<file path="src/rtl/chstat_pkg.sv">
package chstat_pkg;

    localparam int STAT_BITS = 32;

    typedef enum logic [1:0] {
        SEQ_IDLE = 2'd0,
        SEQ_STAT = 2'd1,
        SEQ_PAD  = 2'd2
    } seq_state_t;

    typedef enum logic [1:0] {
        RATE_44K1 = 2'd0,
        RATE_48K  = 2'd1,
        RATE_32K  = 2'd2,
        RATE_RSVD = 2'd3
    } rate_t;

    localparam logic [7:0] CAT_FORMATTER = 8'b1001_1000;
    localparam logic [7:0] CAT_DECODER   = 8'b0000_0000;

endpackage

</file>
<file path="src/rtl/chstat_word.sv">
module chstat_word
    import chstat_pkg::*;
(
    input  logic                 clk,
    input  logic                 rst_n,
    input  logic                 load_i,
    input  logic [1:0]           rate_sel_i,
    input  logic                 nonaudio_i,
    input  logic                 chan_dc_i,
    input  logic                 fmt_mode_i,
    input  logic                 strm_copy_i,
    input  logic [2:0]           strm_emph_i,
    input  logic                 ovr_copy_i,
    input  logic                 host_copy_i,
    input  logic                 ovr_emph_i,
    input  logic [2:0]           host_emph_i,
    input  logic                 ovr_cat_i,
    input  logic [7:0]           host_cat_i,
    output logic [STAT_BITS-1:0] word_l_o,
    output logic [STAT_BITS-1:0] word_r_o
);

    logic       copy_sel;
    logic [2:0] emph_sel;
    logic [7:0] cat_sel;
    logic [3:0] rate_code;

    always_comb begin
        copy_sel = ovr_copy_i ? host_copy_i : strm_copy_i;
        emph_sel = ovr_emph_i ? host_emph_i : strm_emph_i;
        if (ovr_cat_i)
            cat_sel = host_cat_i;
        else
            cat_sel = fmt_mode_i ? CAT_FORMATTER : CAT_DECODER;
        unique case (rate_t'(rate_sel_i))
            RATE_48K:  rate_code = 4'b0010;
            RATE_32K:  rate_code = 4'b0011;
            RATE_44K1: rate_code = 4'b0000;
            RATE_RSVD: rate_code = 4'b0000;
        endcase
    end

    logic [STAT_BITS-1:0] word_q [2];

    for (genvar ch = 0; ch < 2; ch++) begin : g_chan
        logic [3:0]           chan_code;
        logic [STAT_BITS-1:0] word_d;

        assign chan_code = chan_dc_i ? 4'b0000 : ((ch == 0) ? 4'b0001 : 4'b0010);

        always_comb begin
            word_d        = '0;
            word_d[1]     = nonaudio_i;
            word_d[2]     = copy_sel;
            word_d[5:3]   = emph_sel;
            word_d[15:8]  = cat_sel;
            word_d[23:20] = chan_code;
            word_d[27:24] = rate_code;
            word_d[29]    = 1'b1;
        end

        always_ff @(posedge clk or negedge rst_n) begin
            if (!rst_n)
                word_q[ch] <= '0;
            else if (load_i)
                word_q[ch] <= word_d;
        end
    end

    assign word_l_o = word_q[0];
    assign word_r_o = word_q[1];

endmodule

</file>
<file path="src/rtl/chstat_seq.sv">
module chstat_seq
    import chstat_pkg::*;
#(
    parameter int NFRAMES = 192,
    parameter int NSTAT   = STAT_BITS,
    localparam int CW     = $clog2(NFRAMES),
    localparam logic [CW-1:0] LAST_IDX = CW'(NFRAMES - 1),
    localparam logic [CW-1:0] STAT_END = CW'(NSTAT - 1)
)(
    input  logic          clk,
    input  logic          rst_n,
    input  logic          blk_start_i,
    input  logic          frame_i,
    output seq_state_t    state_o,
    output logic [CW-1:0] idx_o
);

    seq_state_t    state_q, state_d;
    logic [CW-1:0] idx_q, idx_d;

    always_comb begin
        state_d = state_q;
        idx_d   = idx_q;
        if (blk_start_i) begin
            state_d = SEQ_STAT;
            idx_d   = '0;
        end else if (frame_i) begin
            unique case (state_q)
                SEQ_IDLE: begin
                    state_d = SEQ_IDLE;
                end
                SEQ_STAT: begin
                    idx_d = idx_q + CW'(1);
                    if (idx_q == STAT_END)
                        state_d = SEQ_PAD;
                end
                SEQ_PAD: begin
                    if (idx_q != LAST_IDX)
                        idx_d = idx_q + CW'(1);
                end
                default: begin
                    state_d = SEQ_IDLE;
                end
            endcase
        end
    end

    always_ff @(posedge clk or negedge rst_n) begin
        if (!rst_n) begin
            state_q <= SEQ_IDLE;
            idx_q   <= '0;
        end else begin
            state_q <= state_d;
            idx_q   <= idx_d;
        end
    end

    assign state_o = state_q;
    assign idx_o   = idx_q;

endmodule

</file>
<file path="src/rtl/chstat_gen.sv">
module chstat_gen
    import chstat_pkg::*;
#(
    parameter int NFRAMES = 192,
    localparam int CW     = $clog2(NFRAMES),
    localparam int BW     = $clog2(STAT_BITS)
)(
    input  logic       clk,
    input  logic       rst_n,
    input  logic       blk_start_i,
    input  logic       frame_i,
    input  logic       right_i,
    input  logic [1:0] rate_sel_i,
    input  logic       nonaudio_i,
    input  logic       chan_dc_i,
    input  logic       fmt_mode_i,
    input  logic       strm_copy_i,
    input  logic [2:0] strm_emph_i,
    input  logic       ovr_copy_i,
    input  logic       host_copy_i,
    input  logic       ovr_emph_i,
    input  logic [2:0] host_emph_i,
    input  logic       ovr_cat_i,
    input  logic [7:0] host_cat_i,
    output logic       cbit_o
);

    seq_state_t           seq_state;
    logic [CW-1:0]        frame_idx;
    logic [STAT_BITS-1:0] word_l;
    logic [STAT_BITS-1:0] word_r;

    chstat_seq #(.NFRAMES(NFRAMES), .NSTAT(STAT_BITS)) i_seq (
        .clk         (clk),
        .rst_n       (rst_n),
        .blk_start_i (blk_start_i),
        .frame_i     (frame_i),
        .state_o     (seq_state),
        .idx_o       (frame_idx)
    );

    chstat_word i_word (
        .clk         (clk),
        .rst_n       (rst_n),
        .load_i      (blk_start_i),
        .rate_sel_i  (rate_sel_i),
        .nonaudio_i  (nonaudio_i),
        .chan_dc_i   (chan_dc_i),
        .fmt_mode_i  (fmt_mode_i),
        .strm_copy_i (strm_copy_i),
        .strm_emph_i (strm_emph_i),
        .ovr_copy_i  (ovr_copy_i),
        .host_copy_i (host_copy_i),
        .ovr_emph_i  (ovr_emph_i),
        .host_emph_i (host_emph_i),
        .ovr_cat_i   (ovr_cat_i),
        .host_cat_i  (host_cat_i),
        .word_l_o    (word_l),
        .word_r_o    (word_r)
    );

    logic [BW-1:0] bit_sel;
    assign bit_sel = frame_idx[BW-1:0];

    always_comb begin
        unique case (seq_state)
            SEQ_STAT: cbit_o = right_i ? word_r[bit_sel] : word_l[bit_sel];
            SEQ_IDLE: cbit_o = 1'b0;
            SEQ_PAD:  cbit_o = 1'b0;
            default:  cbit_o = 1'b0;
        endcase
    end

endmodule

</file>
<file path="config.mk">
export PLATFORM = sky130hd
export DESIGN_NAME = chstat_gen
export DESIGN_NICKNAME = d
export VERILOG_FILES = /design/src/rtl/chstat_pkg.sv /design/src/rtl/chstat_word.sv /design/src/rtl/chstat_seq.sv /design/src/rtl/chstat_gen.sv
export SDC_FILE = /design/constraint.sdc
export NUM_CORES = 1
export LEC_CHECK = 0
export BUFFER_PORTS_ARGS = -buffer_cell sky130_fd_sc_hd__buf_2
export CAP_MARGIN = 20
export CORE_MARGIN = 5
export CORE_UTILIZATION = 49
export DETAILED_ROUTE_END_ITERATION = 6
export PLACE_DENSITY = 0.72
export SLEW_MARGIN = 25
export SYNTH_ARGS = -nofsm -noshare
export SYNTH_HDL_FRONTEND = slang
export SYNTH_SLANG_ARGS = --single-unit
</file>
<file path="constraint.sdc">
create_clock -name clk -period 1.65 [get_ports clk]
set_clock_uncertainty 0.2 [all_clocks]
set_input_delay 0.165 -clock clk [delete_from_list [all_inputs] [get_ports clk]]
set_output_delay 0.165 -clock clk [all_outputs]
set_load 0.005 [all_outputs]
</file>
==> impl_metrics.toml <==
[clocking]
cts_sinks = 27
path_clk_slew_ns = 0.15
cts_tree = "built"
clk_latency_ns = 0.32
cts_inserted_buffers = 3
root_buffer = "clkbuf_4"
cts_buffer_depth = 2
h-tree-depth = 1

[run]
maxCapViolations = 0

[sta]
fin_crit_sh_pct = 131.8
worstMarginPinSlew_ns = 0.5941
finalHoldViolations = 0
slew_viol_final = 0
worst_slack_ns = -0.5255
setup_viol = 9
whs_ns = 0.01035
finalSetupTns_ns = -2.247
fmax_mhz = 459.7
fin_crit_ns = 2.176
maxSlewHeadroom_pct = 60.39
rsz0062_at_grt = "true"

[setup_path]
cp_max_fo = 3
endpoint_kind = "primary output"
regToRegSetupSlack_ns = -0.31
required_ns = 1.28
critPathMaxStageDelay_ns = 0.42
start_kind = "flip-flop"
crit_chain = "buf_6 > mux2i_4 > o22ai_2 > o311ai_1 > o22ai_1 > buf_2"
crit_type = "reg -> out"
crit_arrival_ns = 1.81
r2r-start = "i_seq.idx_o[0]"
r2r_cells = 7
r2r_end = "i_seq.idx_o[6]"
cp_slowest_cell = "dfrtp_1"

[worst_hold_path]
worstHoldPathCells = 3
worst_hold_path_type = "in -> reg"
min_to = "i_word.word_l_o[11]"
worstHoldStart = "ovr_cat_i"

[power_and_ir_drop]
ir_drop_mv = 0.4393
p_leak_uw = 0.0009468
power_density_nw_per_um2 = 608.6

[floorplanning]
rows = 20
die-area_um2 = 4274
coreArea_um2 = 3003
ios = 30
die_y_um = 65.38
start_util_pct = 50.04
dieWidth_um = 65.38

[placed_design]
place_hpwl_um = 2338
gp_congestion = 0.7775
port_buffers = 29
placed_cell_area_um2 = 1745

[outcome]
status = "finished, violations left"
violations = "setup timing"

[logic_synthesis]
synth_xor_area_share_pct = 3.414
synth.top_cell.area_share_pct = 44.96
yosys_register_bits = 27
synth_area_um2 = 1503
synth_compound_area_share_pct = 17.65
seq_area_frac_synth_pct = 44.96
synthMuxAreaShare_pct = 10.49
synth.avg_cell_area_um2 = 9.695
synth.largest_area_cell = "dfrtp_1"
synth_area_leaders = "dfrtp_1 (45%), mux2i_1 (6.0%), a21oi_1 (4.7%)"
synth_cell_types = 40
synthAdderAreaFrac_pct = 1.665
async_reset_ff_share_pct = 100.0
synth-simple-area-share_pct = 15.74
synthesis.nets = 186
synth_edf_count = 0
yosys_warnings = 0
synthFlopType = "dfrtp_1"
synth_cells = 155
synth_top_family_by_area = "compound AO/OA/AOI/OAI gates"

[global_routing]
grt_max_degree = 40
grt_first_pass_wirelength_um = 6368
antenna_found_initial = 0
grt.total_usage_pct = 18.77
grt_pass1_vias = 1486
grt_overflow = 0

[drt]
routed_wl_um = 3846
drcViolationCount = 0
drtPass1Iterations = 4
num_vias = 1405
initialDrtViolationCount = 82
wl_per_cell_um = 15.02
via_per_inst = 5.488
ant_nets = 0

[cells_and_area]
final_area_um2 = 2180
diodes = 0
fin_nets = 255
drive_gt1_share_pct = 31.84
fillCellCount = 209
area_growth_pct = 45.05
-- final cells by class --
| cell class | instances | area (µm²) | area share [%] |
|---|---|---|---|
| multi-input combinational | 107 | 830.8 | 38.12 |
| timing repair buffer | 75 | 566.8 | 26.00 |
| inverter | 10 | 37.54 | 1.722 |
| clock buffer | 3 | 22.52 | 1.033 |
| tap | 33 | 41.29 | 1.894 |
| clock inverter | 1 | 5.005 | 0.2296 |
| sequential | 27 | 675.6 | 31.00 |
-- sequential cells by signal, summed over array words and instances, names as in the netlist --
name and flops:
i_seq.idx_o 8, i_seq.state_o 2, i_word.word_l_o 17
-- cell usage in the layout (no fill, tap or decap), types with 3 or more instances in the layout --
cell type / Yosys / final
dfrtp_1: 27 / 27
clkbuf_4: 0 / 3
nor2_1: 13 / 13
nand3_1: 6 / 6
or3_1: 5 / 4
dlygate4sd3_1: 0 / 26
a21oi_1: 14 / 13
buf_6: 1 / 3
buf_2: 3 / 29
xor2_1: 4 / 4
nand2b_1: 3 / 3
buf_4: 0 / 17
mux2i_1: 9 / 8
o311ai_4: 0 / 3
o21ai_0: 11 / 7
o21ai_1: 0 / 4
inv_1: 10 / 10
nand2_1: 8 / 8
-- worst max path at each step --
stage | start | end | slack (ns) | depth (start not counted)
6_report | i_seq.idx_o[0] | cbit_o | -0.53 | 6
5_1_grt | i_seq.idx_o[0] | cbit_o | -0.61 | 6
4_1_cts | i_seq.idx_o[0] | cbit_o | -0.46 | 5
3_5_place_dp | i_seq.idx_o[0] | i_seq.idx_o[7] | -0.25 | 5
3_3_place_gp | i_seq.idx_o[0] | i_seq.idx_o[3] | -0.16 | 5
2_1_floorplan | i_seq.idx_o[0] | i_seq.idx_o[6] | -0.05 | 5
-- where the power goes --
| group | switching (µW) | total (µW) | internal, µW | leakage (µW) |
|---|---|---|---|---|
| logic | 134 | 304 | 170 | 0.000596 |
| clock network | 198 | 289 | 91.0 | 0.0000177 |
| registers | 28.6 | 733 | 705 | 0.000333 |
-- per-layer routing --
| layer | up-vias | wire [µm] | track usage (%) |
|---|---|---|---|
| met5 | - | 0 | 0 |
| met4 | 0 | 37 | 6.218 |
| met3 | 4 | 196 | 2.222 |
| met2 | 44 | 2055 | 34.13 |
| met1 | 667 | 1557 | 22.84 |
| li1 | 690 | - | - |
-- kinds of logic after synthesis --
group,count (synthesis)
buf+inv,21
fa+ha+maj,2
flops,27
compound gates,41
mux,13
xor+xnor,5
simple gates,46
-- Yosys cell counts (all sizes together) (3+ instances only) --
library cell	instances
a21oi	14
buf	6
clkbuf	5
dfrtp	27
inv	10
mux2i	9
nand2	8
nand2b	3
nand3	7
nor2	13
o21ai	11
o22ai	3
o311ai	4
or3	5
xor2	5
-- per-stage QoR --
stage / power (µW) / std cells / setup slack (ns) / utilization, %
after floorplan: 868.7 / 155 / -0.04920 / -
after global placement: 952.0 / 219 / -0.1594 / 58.13
after detailed placement: 962.3 / 219 / -0.2480 / 58.13
after CTS: 1313 / 252 / -0.4576 / 70.58
after global routing: 1397 / 256 / -0.6095 / 72.58
final: 1326 / 256 / -0.5255 / 72.58
-- worst max-delay path, delay by kind of cell, from the launching register on --
| family | cells | cell delay (ns) |
|---|---|---|
| compound gates | 3 | 0.52 |
| buf+inv | 2 | 0.29 |
| mux | 1 | 0.25 |
| flops | 1 | 0.42 |
-- repair_timing --
item                                    CTS  global route
endpoints found under the hold margin    43             0
cloned                                    0             0
resized for setup                        13             7
pin swaps                                10             4
endpoints found under the setup margin    9            10
hold buffers                             26             0
buffers inserted                          3             4
No activity file was read; power rests on OpenSTA's default activity.
